[src/rtl/serial_rx_pkg.sv]
package serial_rx_pkg;

    typedef enum logic [2:0] {
        RX_IDLE   = 3'd0,
        RX_START  = 3'd1,
        RX_DATA   = 3'd2,
        RX_STOP   = 3'd3,
        RX_WAITHI = 3'd4
    } rx_state_e;

endpackage

[src/rtl/serial_rx_sync.sv]
module serial_rx_sync #(
    parameter int STAGES = 2
) (
    input  logic clk,
    input  logic rst_n,
    input  logic din,
    output logic dout
);
    logic [STAGES-1:0] ff_d;
    logic [STAGES-1:0] ff_q;

    generate
        if (STAGES == 1) begin : g_one
            always_comb ff_d = din;
        end else begin : g_chain
            always_comb ff_d = {ff_q[STAGES-2:0], din};
        end
    endgenerate

    // line idles high, so the chain resets to ones
    always_ff @(posedge clk or negedge rst_n) begin
        if (!rst_n) ff_q <= '1;
        else        ff_q <= ff_d;
    end

    assign dout = ff_q[STAGES-1];
endmodule

[src/rtl/serial_rx_core.sv]
module serial_rx_core
    import serial_rx_pkg::*;
#(
    parameter int OSR      = 16,
    parameter int MAX_BITS = 8
) (
    input  logic                        clk,
    input  logic                        rst_n,
    input  logic                        tick,
    input  logic                        line,
    input  logic [$clog2(MAX_BITS)-1:0] last_idx,
    output logic                        done,
    output logic [MAX_BITS-1:0]         done_data,
    output logic                        done_ferr
);
    localparam int CNT_W = $clog2(OSR);
    localparam int IDX_W = $clog2(MAX_BITS);
    localparam logic [CNT_W-1:0] HALF   = CNT_W'(OSR / 2);
    localparam logic [CNT_W-1:0] CNT_TOP = CNT_W'(OSR - 1);

    typedef struct packed {
        rx_state_e           st;
        logic                lvl;
        logic [CNT_W-1:0]    cnt;
        logic [IDX_W-1:0]    idx;
        logic [MAX_BITS-1:0] sr;
    } core_s;

    core_s s_d, s_q;
    logic             edge_seen;
    logic [CNT_W-1:0] phase;
    logic             done_d;
    logic             ferr_d;

    always_comb begin
        s_d       = s_q;
        done_d    = 1'b0;
        ferr_d    = 1'b0;
        edge_seen = (line != s_q.lvl);
        // phase 0 is the tick on which a transition is seen
        if (edge_seen)               phase = '0;
        else if (s_q.cnt == CNT_TOP) phase = '0;
        else                         phase = s_q.cnt + 1'b1;

        if (tick) begin
            s_d.lvl = line;
            s_d.cnt = phase;
            unique case (s_q.st)
                RX_IDLE: begin
                    if (!line) begin
                        s_d.st  = RX_START;
                        s_d.cnt = '0;
                    end
                end
                RX_START: begin
                    if (line) begin
                        s_d.st = RX_IDLE;
                    end else if (phase == HALF) begin
                        s_d.st  = RX_DATA;
                        s_d.idx = '0;
                        s_d.sr  = '0;
                    end
                end
                RX_DATA: begin
                    if (phase == HALF) begin
                        s_d.sr[s_q.idx] = line;
                        if (s_q.idx == last_idx) s_d.st  = RX_STOP;
                        else                     s_d.idx = s_q.idx + 1'b1;
                    end
                end
                RX_STOP: begin
                    if (phase == HALF) begin
                        done_d = 1'b1;
                        ferr_d = !line;
                        s_d.st = line ? RX_IDLE : RX_WAITHI;
                    end
                end
                RX_WAITHI: begin
                    if (line) s_d.st = RX_IDLE;
                end
                default: s_d.st = RX_IDLE;
            endcase
        end
    end

    always_ff @(posedge clk or negedge rst_n) begin
        if (!rst_n) begin
            s_q.st  <= RX_IDLE;
            s_q.lvl <= 1'b1;
            s_q.cnt <= '0;
            s_q.idx <= '0;
            s_q.sr  <= '0;
        end else begin
            s_q <= s_d;
        end
    end

    assign done      = done_d;
    assign done_ferr = ferr_d;
    assign done_data = s_d.sr;
endmodule

[src/rtl/serial_rx_hold.sv]
module serial_rx_hold #(
    parameter int W = 8
) (
    input  logic         clk,
    input  logic         rst_n,
    input  logic         load,
    input  logic [W-1:0] load_data,
    input  logic         load_ferr,
    input  logic         rd,
    output logic [W-1:0] data,
    output logic         ready,
    output logic         ferr,
    output logic         ovr,
    output logic         req
);
    typedef struct packed {
        logic [W-1:0] data;
        logic         ready;
        logic         ferr;
        logic         ovr;
        logic         req;
    } hold_s;

    hold_s h_d, h_q;

    always_comb begin
        h_d = h_q;
        if (load) begin
            h_d.data  = load_data;
            h_d.ferr  = load_ferr;
            h_d.ovr   = h_q.ready && !rd;
            h_d.ready = 1'b1;
            h_d.req   = 1'b1;
        end else if (rd) begin
            h_d.ready = 1'b0;
            h_d.ferr  = 1'b0;
            h_d.ovr   = 1'b0;
            h_d.req   = 1'b0;
        end
    end

    always_ff @(posedge clk or negedge rst_n) begin
        if (!rst_n) h_q <= '0;
        else        h_q <= h_d;
    end

    assign data  = h_q.data;
    assign ready = h_q.ready;
    assign ferr  = h_q.ferr;
    assign ovr   = h_q.ovr;
    assign req   = h_q.req;
endmodule

[src/rtl/serial_rx_resync.sv]
module serial_rx_resync #(
    parameter int OSR         = 16,
    parameter int SYNC_STAGES = 2
) (
    input  logic       clk,
    input  logic       rst_n,
    input  logic       sample_tick,
    input  logic       rxd,
    input  logic [1:0] len_sel,
    input  logic       rd_strobe,
    output logic [7:0] rx_data,
    output logic       data_ready,
    output logic       frame_err,
    output logic       overrun,
    output logic       irq
);
    localparam int MAX_BITS = 8;
    localparam int MIN_BITS = 5;
    localparam int IDX_W    = $clog2(MAX_BITS);

    logic                line_s;
    logic [IDX_W-1:0]    last_idx;
    logic                core_done;
    logic [MAX_BITS-1:0] core_data;
    logic                core_ferr;

    assign last_idx = IDX_W'(MIN_BITS - 1) + IDX_W'(len_sel);

    serial_rx_sync #(.STAGES(SYNC_STAGES)) u_sync (
        .clk  (clk),
        .rst_n(rst_n),
        .din  (rxd),
        .dout (line_s)
    );

    serial_rx_core #(.OSR(OSR), .MAX_BITS(MAX_BITS)) u_core (
        .clk      (clk),
        .rst_n    (rst_n),
        .tick     (sample_tick),
        .line     (line_s),
        .last_idx (last_idx),
        .done     (core_done),
        .done_data(core_data),
        .done_ferr(core_ferr)
    );

    serial_rx_hold #(.W(MAX_BITS)) u_hold (
        .clk      (clk),
        .rst_n    (rst_n),
        .load     (core_done),
        .load_data(core_data),
        .load_ferr(core_ferr),
        .rd       (rd_strobe),
        .data     (rx_data),
        .ready    (data_ready),
        .ferr     (frame_err),
        .ovr      (overrun),
        .req      (irq)
    );
endmodule

[config.mk]
export PLATFORM = sky130hd
export DESIGN_NAME = serial_rx_resync
export DESIGN_NICKNAME = d
export VERILOG_FILES = /design/src/rtl/serial_rx_pkg.sv /design/src/rtl/serial_rx_sync.sv /design/src/rtl/serial_rx_core.sv /design/src/rtl/serial_rx_hold.sv /design/src/rtl/serial_rx_resync.sv
export SDC_FILE = /design/constraint.sdc
export NUM_CORES = 1
export LEC_CHECK = 0
export ABC_AREA = 1
export ABC_CLOCK_PERIOD_IN_PS = 3900
export BUFFER_PORTS_ARGS = -buffer_cell sky130_fd_sc_hd__buf_2
export CAP_MARGIN = 30
export CORE_ASPECT_RATIO = 0.6
export CORE_MARGIN = 8
export CORE_UTILIZATION = 45
export CTS_CLUSTER_SIZE = 30
export DETAILED_ROUTE_END_ITERATION = 7
export PLACE_DENSITY = 0.67
export SYNTH_ARGS = -nofsm -noshare
export SYNTH_HDL_FRONTEND = slang
export SYNTH_SLANG_ARGS = --single-unit
[constraint.sdc]
create_clock -name clk -period 3.9 [get_ports clk]
set_input_delay 0.78 -clock clk [delete_from_list [all_inputs] [get_ports clk]]
set_output_delay 0.78 -clock clk [all_outputs]
set_load 0.01 [all_outputs]
# == Yosys cells after proc, flatten, opt, wreduce, memory -nomap -nowiden ==
# Cells that the tools add are included.
# op_classes
reduce_logical,9
eq_ne,17
order_cmp,2
n_addsub,3
n_mux,30
# ops
operator,n
11-bit two-way mux,3
3-bit two-way mux,9
4-bit two-way mux,6
11-bit one-hot mux with 2 select lines,1
3-bit one-hot mux with 5 select lines,1
8-bit bitwise mux,1
4-bit equality test (second input constant),2
8-bit two-way mux,1
2-bit by 1-bit inequality test with 1-bit output (second input constant),4
2-bit inequality test (second input constant),4
1-bit two-way mux,7
7-bit AND reduction,1
3-bit by 2-bit equality test with 1-bit output (second input constant),2
6-bit AND reduction,1
4-bit by 1-bit adder with 4-bit output (second input constant),1
3-bit by 4-bit < comparator with 1-bit output (second input constant),1
2-bit nonzero test,2
3-bit by 1-bit adder with 3-bit output (second input constant),1
3-bit by 2-bit adder with 3-bit output (first input constant),1
1-bit demux with 3-bit select,1
3-bit by 1-bit equality test with 1-bit output (second input constant),1
3-bit equality test,1
3-bit equality test (second input constant),1
3-bit by 1-bit greater-or-equal comparator with 1-bit output (second input constant),1
other kinds (5),7
# totals
in_bits,7
out_inout_bits,12
ff_bits,33

# == Longest topological paths before layout ==
# logic_depth
ltp_word,8
ltp_mapped,13
depth_no_buf,13

# == Modules after synthesis ==
# A second synthesis with hierarchy kept.
# hier_totals
hier_cells,282
area_unflattened_um2,1981.9
# by_module_without_submodules
mod,cells_each,instances,area_per_inst_um2,seq_area_each_um2
serial_rx_core,231,1,1493.9,476.7
serial_rx_hold,48,1,431.7,275.3
serial_rx_sync,2,1,52.6,52.6
serial_rx_resync,1,1,3.8,0.0

# == Worst setup path after synthesis ==
# OpenSTA, ideal clock, no wires.
# synth_path
kind,flip-flop to flip-flop
from,reg u_core.s_q[11] (netlist bit)
to,reg u_hold.h_q (netlist bit u_hold.ovr)
period_less_slack_ns,1.770
n_path_buf,1
arrival_time_ns,1.648
slack_ns,2.130
stages_incl_launch_ff,11
setup_time_ns,0.122
cell_sequence,dfrtp_1 ha_1 nor2_1 nor2_1 o21ai_4 nand3_4 clkinv_2 nand3_4 buf_6 nand3_2 o31ai_2
# synth_via
elab_chain_cells,8
elab_cells_between_ends,10
# synth_lines
element,line,source
"start, declared",serial_rx_core.sv:29,"core_s s_d, s_q;"
4-bit by 1-bit adder with 4-bit output / 4-bit equality test (equally long branches),"serial_rx_core.sv:43, serial_rx_core.sv:42",
4-bit two-way mux (*),serial_rx_core.sv:42,else if (s_q.cnt == CNT_TOP) phase = '0;
4-bit two-way mux (*),serial_rx_core.sv:41,if (edge_seen) phase = '0;
4-bit equality test (*),serial_rx_core.sv:72,if (phase == HALF) begin
1-bit two-way mux (*),serial_rx_core.sv:72,
1-bit two-way mux (*),serial_rx_core.sv:48,unique case (s_q.st)
1-bit two-way mux (*),serial_rx_core.sv:45,if (tick) begin
4-bit two-way mux / 2-bit nonzero test (equally long branches),--,
"end signal, assigned",serial_rx_hold.sv:43,if (!rst_n) h_q <= '0;
"end signal, assigned",serial_rx_hold.sv:44,else h_q <= h_d;
"end, declared",serial_rx_hold.sv:24,"hold_s h_d, h_q;"
# Mark *: on every way between the ends. The rest lies on a longest branch, timed or not.
# A chain may end at the register's enable or synchronous reset.

# == Worst setup path in the final report ==
# layout_path
from,reg u_sync.ff_q[1]
to,reg u_hold.h_q (netlist bit u_hold.data[2])
# layout_via
elab_chain_cells,7
elab_cells_between_ends,12
# layout_lines
element,line,source
"start, declared",serial_rx_sync.sv:10,logic [STAGES-1:0] ff_q;
"start signal, assigned",serial_rx_sync.sv:22,if (!rst_n) ff_q <= '1;
"start signal, assigned",serial_rx_sync.sv:23,else ff_q <= ff_d;
1-bit inequality test,serial_rx_core.sv:39,edge_seen = (line != s_q.lvl);
4-bit two-way mux,serial_rx_core.sv:41,
4-bit equality test,"serial_rx_core.sv:58, serial_rx_core.sv:65, serial_rx_core.sv:72",
11-bit two-way mux,serial_rx_core.sv:58,end else if (phase == HALF) begin
11-bit two-way mux,serial_rx_core.sv:56,if (line) begin
11-bit one-hot mux with 2 select lines,serial_rx_core.sv:48,
8-bit two-way mux,serial_rx_core.sv:45,
# Several ways; a longest one is shown, not always the timed one. The select of a mux whose other input is x is not followed.

==> impl_metrics.toml <==
[timing]
clock_skew_ps = 7.66
worst-slew-pin-transition_ps = 715
slew_headroom_pct = 52.3
fin_tns_setup_ps = 0
clock.fmax_mhz = 487
finalHoldViolations = 0
drv_slew = 0
rsz0062_at_grt = "no"
min_period_ps = 2050
min_period_over_period_pct = 52.6
setup_viol = 0

[floorplanning]
rows = 18
fp.dieH_um = 66.8
ioPinCount = 19
core_um2 = 4120
die_area_um2 = 6730
die_w_um = 101
initial_utilization_pct = 47.0

[global_route]
grt_max_degree = 33
grt_pass1_vias = 1576
antenna_found_initial = 0
grt_usage_pct = 13.4
grt_first_pass_wirelength_um = 7220
grt-ovfl-total = 0

[cells_and_area]
nets = 286
fill_cells = 381
n_antenna_cell = 0
final_util_pct = 52.9
areaGrowthSynthToFinish_pct = 12.5
drive_above_1_share_pct = 16.2

[clock_tree]
h-tree-depth = 2
clockBufferDepth = 2
hold_buffers = 0
clock_sinks = 32
clk_latency_ps = 290
tritoncts = "built"
numCtsBuffers = 5
cts_resized = 0
postCtsSetupBuffers = 0
cts-root-buf = "clkbuf_8"
clk_pin_slew_ps = 70

[routing]
wl_met1_um = 2160
post_drt_wl_per_cell_um = 12.2
drtPass1Iterations = 4
ant_nets = 0
routed.top_layer = "met4"
wl_met3_um = 249
drt_iter0_markers = 114
vias_per_cell = 5.09
drc_errors = 0
vias = 1720
dr_wl_met2_um = 1660
wl_um = 4110

[logic_synthesis]
yosysUniqueCellTypes = 34
synthArstFlopShare_pct = 100
yosys.area_share.simple_pct = 40.9
synth-seq-cells = 32
synth-adder-area-share_pct = 1.29
synth_flop_cell = "dfrtp_1"
synth.net_count = 270
synth_area_um2 = 1940
synth.area.mux_share_pct = 0
synth_top_family_by_area = "simple AND/OR/NAND/NOR gates"
synth_top_area_share_pct = 37.5
yosysTopAreaCell = "dfrtp_1"
synth_compound_area_share_pct = 6.52
yosys-top-cells-area = "dfrtp_1 37%, nand2_1 20%, nand3_1 8.0%"
yosysSeqAreaShare_pct = 41.5
yosysMostFrequentCell = "nand2_1"
synth_enable_flop_cells = 0
synthCells = 261
yosys_warnings = 0
postSynthAreaPerCell_um2 = 7.42
yosys.area_share.xor_xnor_pct = 1.36
synthTopCellsByCount = "102 x nand2_1, 31 x nand3_1, 29 x dfrtp_1"

[critical_path]
critical_path.max_fanout = 14
worstReg2RegEnd = "u_hold.data[2]"
ff2ff_path_depth = 10
startpoint_type = "register"
end_kind = "register"
cp.arrival_ps = 2270
critPathRequiredTime_ps = 4120
r2r_slack_ps = 1850
r2r_start = "u_sync.ff_q[1]"
critPathKind = "register to register"

[worst_hold_path]
min-delay-start = "u_sync.ff_q[0]"
min_path_type = "register to register"
hold_depth = 0
min_to = "u_sync.ff_q[1]"

[placed_design]
gp_congestion = 0.816
dp_hpwl_um = 3080
portBuffers = 18

[run_status]
outcome = "finished, final reports clean"

[pwr]
power_mw = 0.927
leakagePower_nw = 1.19
ir_worst_vdd_mv = 0.208
power.density_nw_per_um2 = 425

[run]
cap_violations = 0
metal layers:
layer / GRT usage (%) / vias up
li1: - / 879
met4: 4.49 / 0
met5: 0 / -
met2: 19.7 / 41
met1: 18.3 / 795
met3: 3.95 / 5
cell usage in the layout (no fill, tap or decap), drive strengths merged, types with 2 or more instances in the layout:
cell type / netlist / layout
nand2: 103 / 103
dfrtp: 29 / 29
clkinv: 3 / 3
nand4: 14 / 14
nor2: 11 / 11
ha: 2 / 2
inv: 25 / 25
dfstp: 3 / 3
o21ai: 13 / 13
clkbuf: 2 / 7
nand3: 36 / 36
buf: 8 / 19
a32o: 2 / 2
xnor2: 2 / 2
kinds of logic after synthesis:
family,after synthesis
AOI/OAI and AO/OA,19
xor gates and xnor gates,3
adders and majority gates,2
buffers and inverters,38
DFF,32
and+or+nand+nor,167
registers in the layout, indices dropped and copies added (netlist names):
signal and count:
u_hold.ferr 1, u_sync.ff_q 2, u_core.s_q 19, u_hold.ready 1, u_hold.data 8, u_hold.ovr 1
critical path, stage by stage, from the launching register on:
cell and delay (ps):
dfstp_2 610, inv_2 140, nand2_2 100, nand3_2 140, nor2_8 220, nand3_4 160
clkinv_2 120, nand3_4 170, inv_2 200, nand2_1 70, nand2_1 60
stage by stage:
step / cell area, um2 / cells / hold slack [ps] / setup WS [ps]
2_1_floorplan: 1940 / 261 / 345 / 2130
3_3_place_gp: 2050 / 330 / 347 / 1940
3_5_place_dp: 2050 / 330 / 349 / 1890
4_1_cts: 2180 / 338 / 359 / 1860
5_1_grt: 2180 / 338 / 359 / 1690
6_report: 2180 / 338 / 358 / 1850
worst max-delay path by stage:
stage / start / to
2_1_floorplan: u_core.s_q[11] / u_hold.ovr
3_3_place_gp: u_sync.ff_q[1] / u_hold.data[2]
3_5_place_dp: u_sync.ff_q[1] / u_hold.data[7]
4_1_cts: u_sync.ff_q[1] / u_hold.data[2]
5_1_grt: u_core.s_q[11] / u_hold.data[0]
6_report: u_sync.ff_q[1] / u_hold.data[2]
area by class of cell:
class / instances / area, um2 / area share [%]
Clock buffer: 7 / 96.3 / 4.42
Clock inverter: 1 / 30.0 / 1.38
Inverter: 28 / 106 / 4.88
Multi-Input combinational cell: 191 / 970 / 44.5
Sequential cell: 32 / 805 / 36.9
Tap cell: 60 / 75.1 / 3.44
Timing Repair Buffer: 19 / 97.6 / 4.48
report_power, final:
part	switching, mW	leakage [nW]	internal (mW)
sequential	0.0347	0.426	0.363
clock	0.124	0.0645	0.225
combinational	0.116	0.699	0.0629
Power figures use the tool's default switching activity.
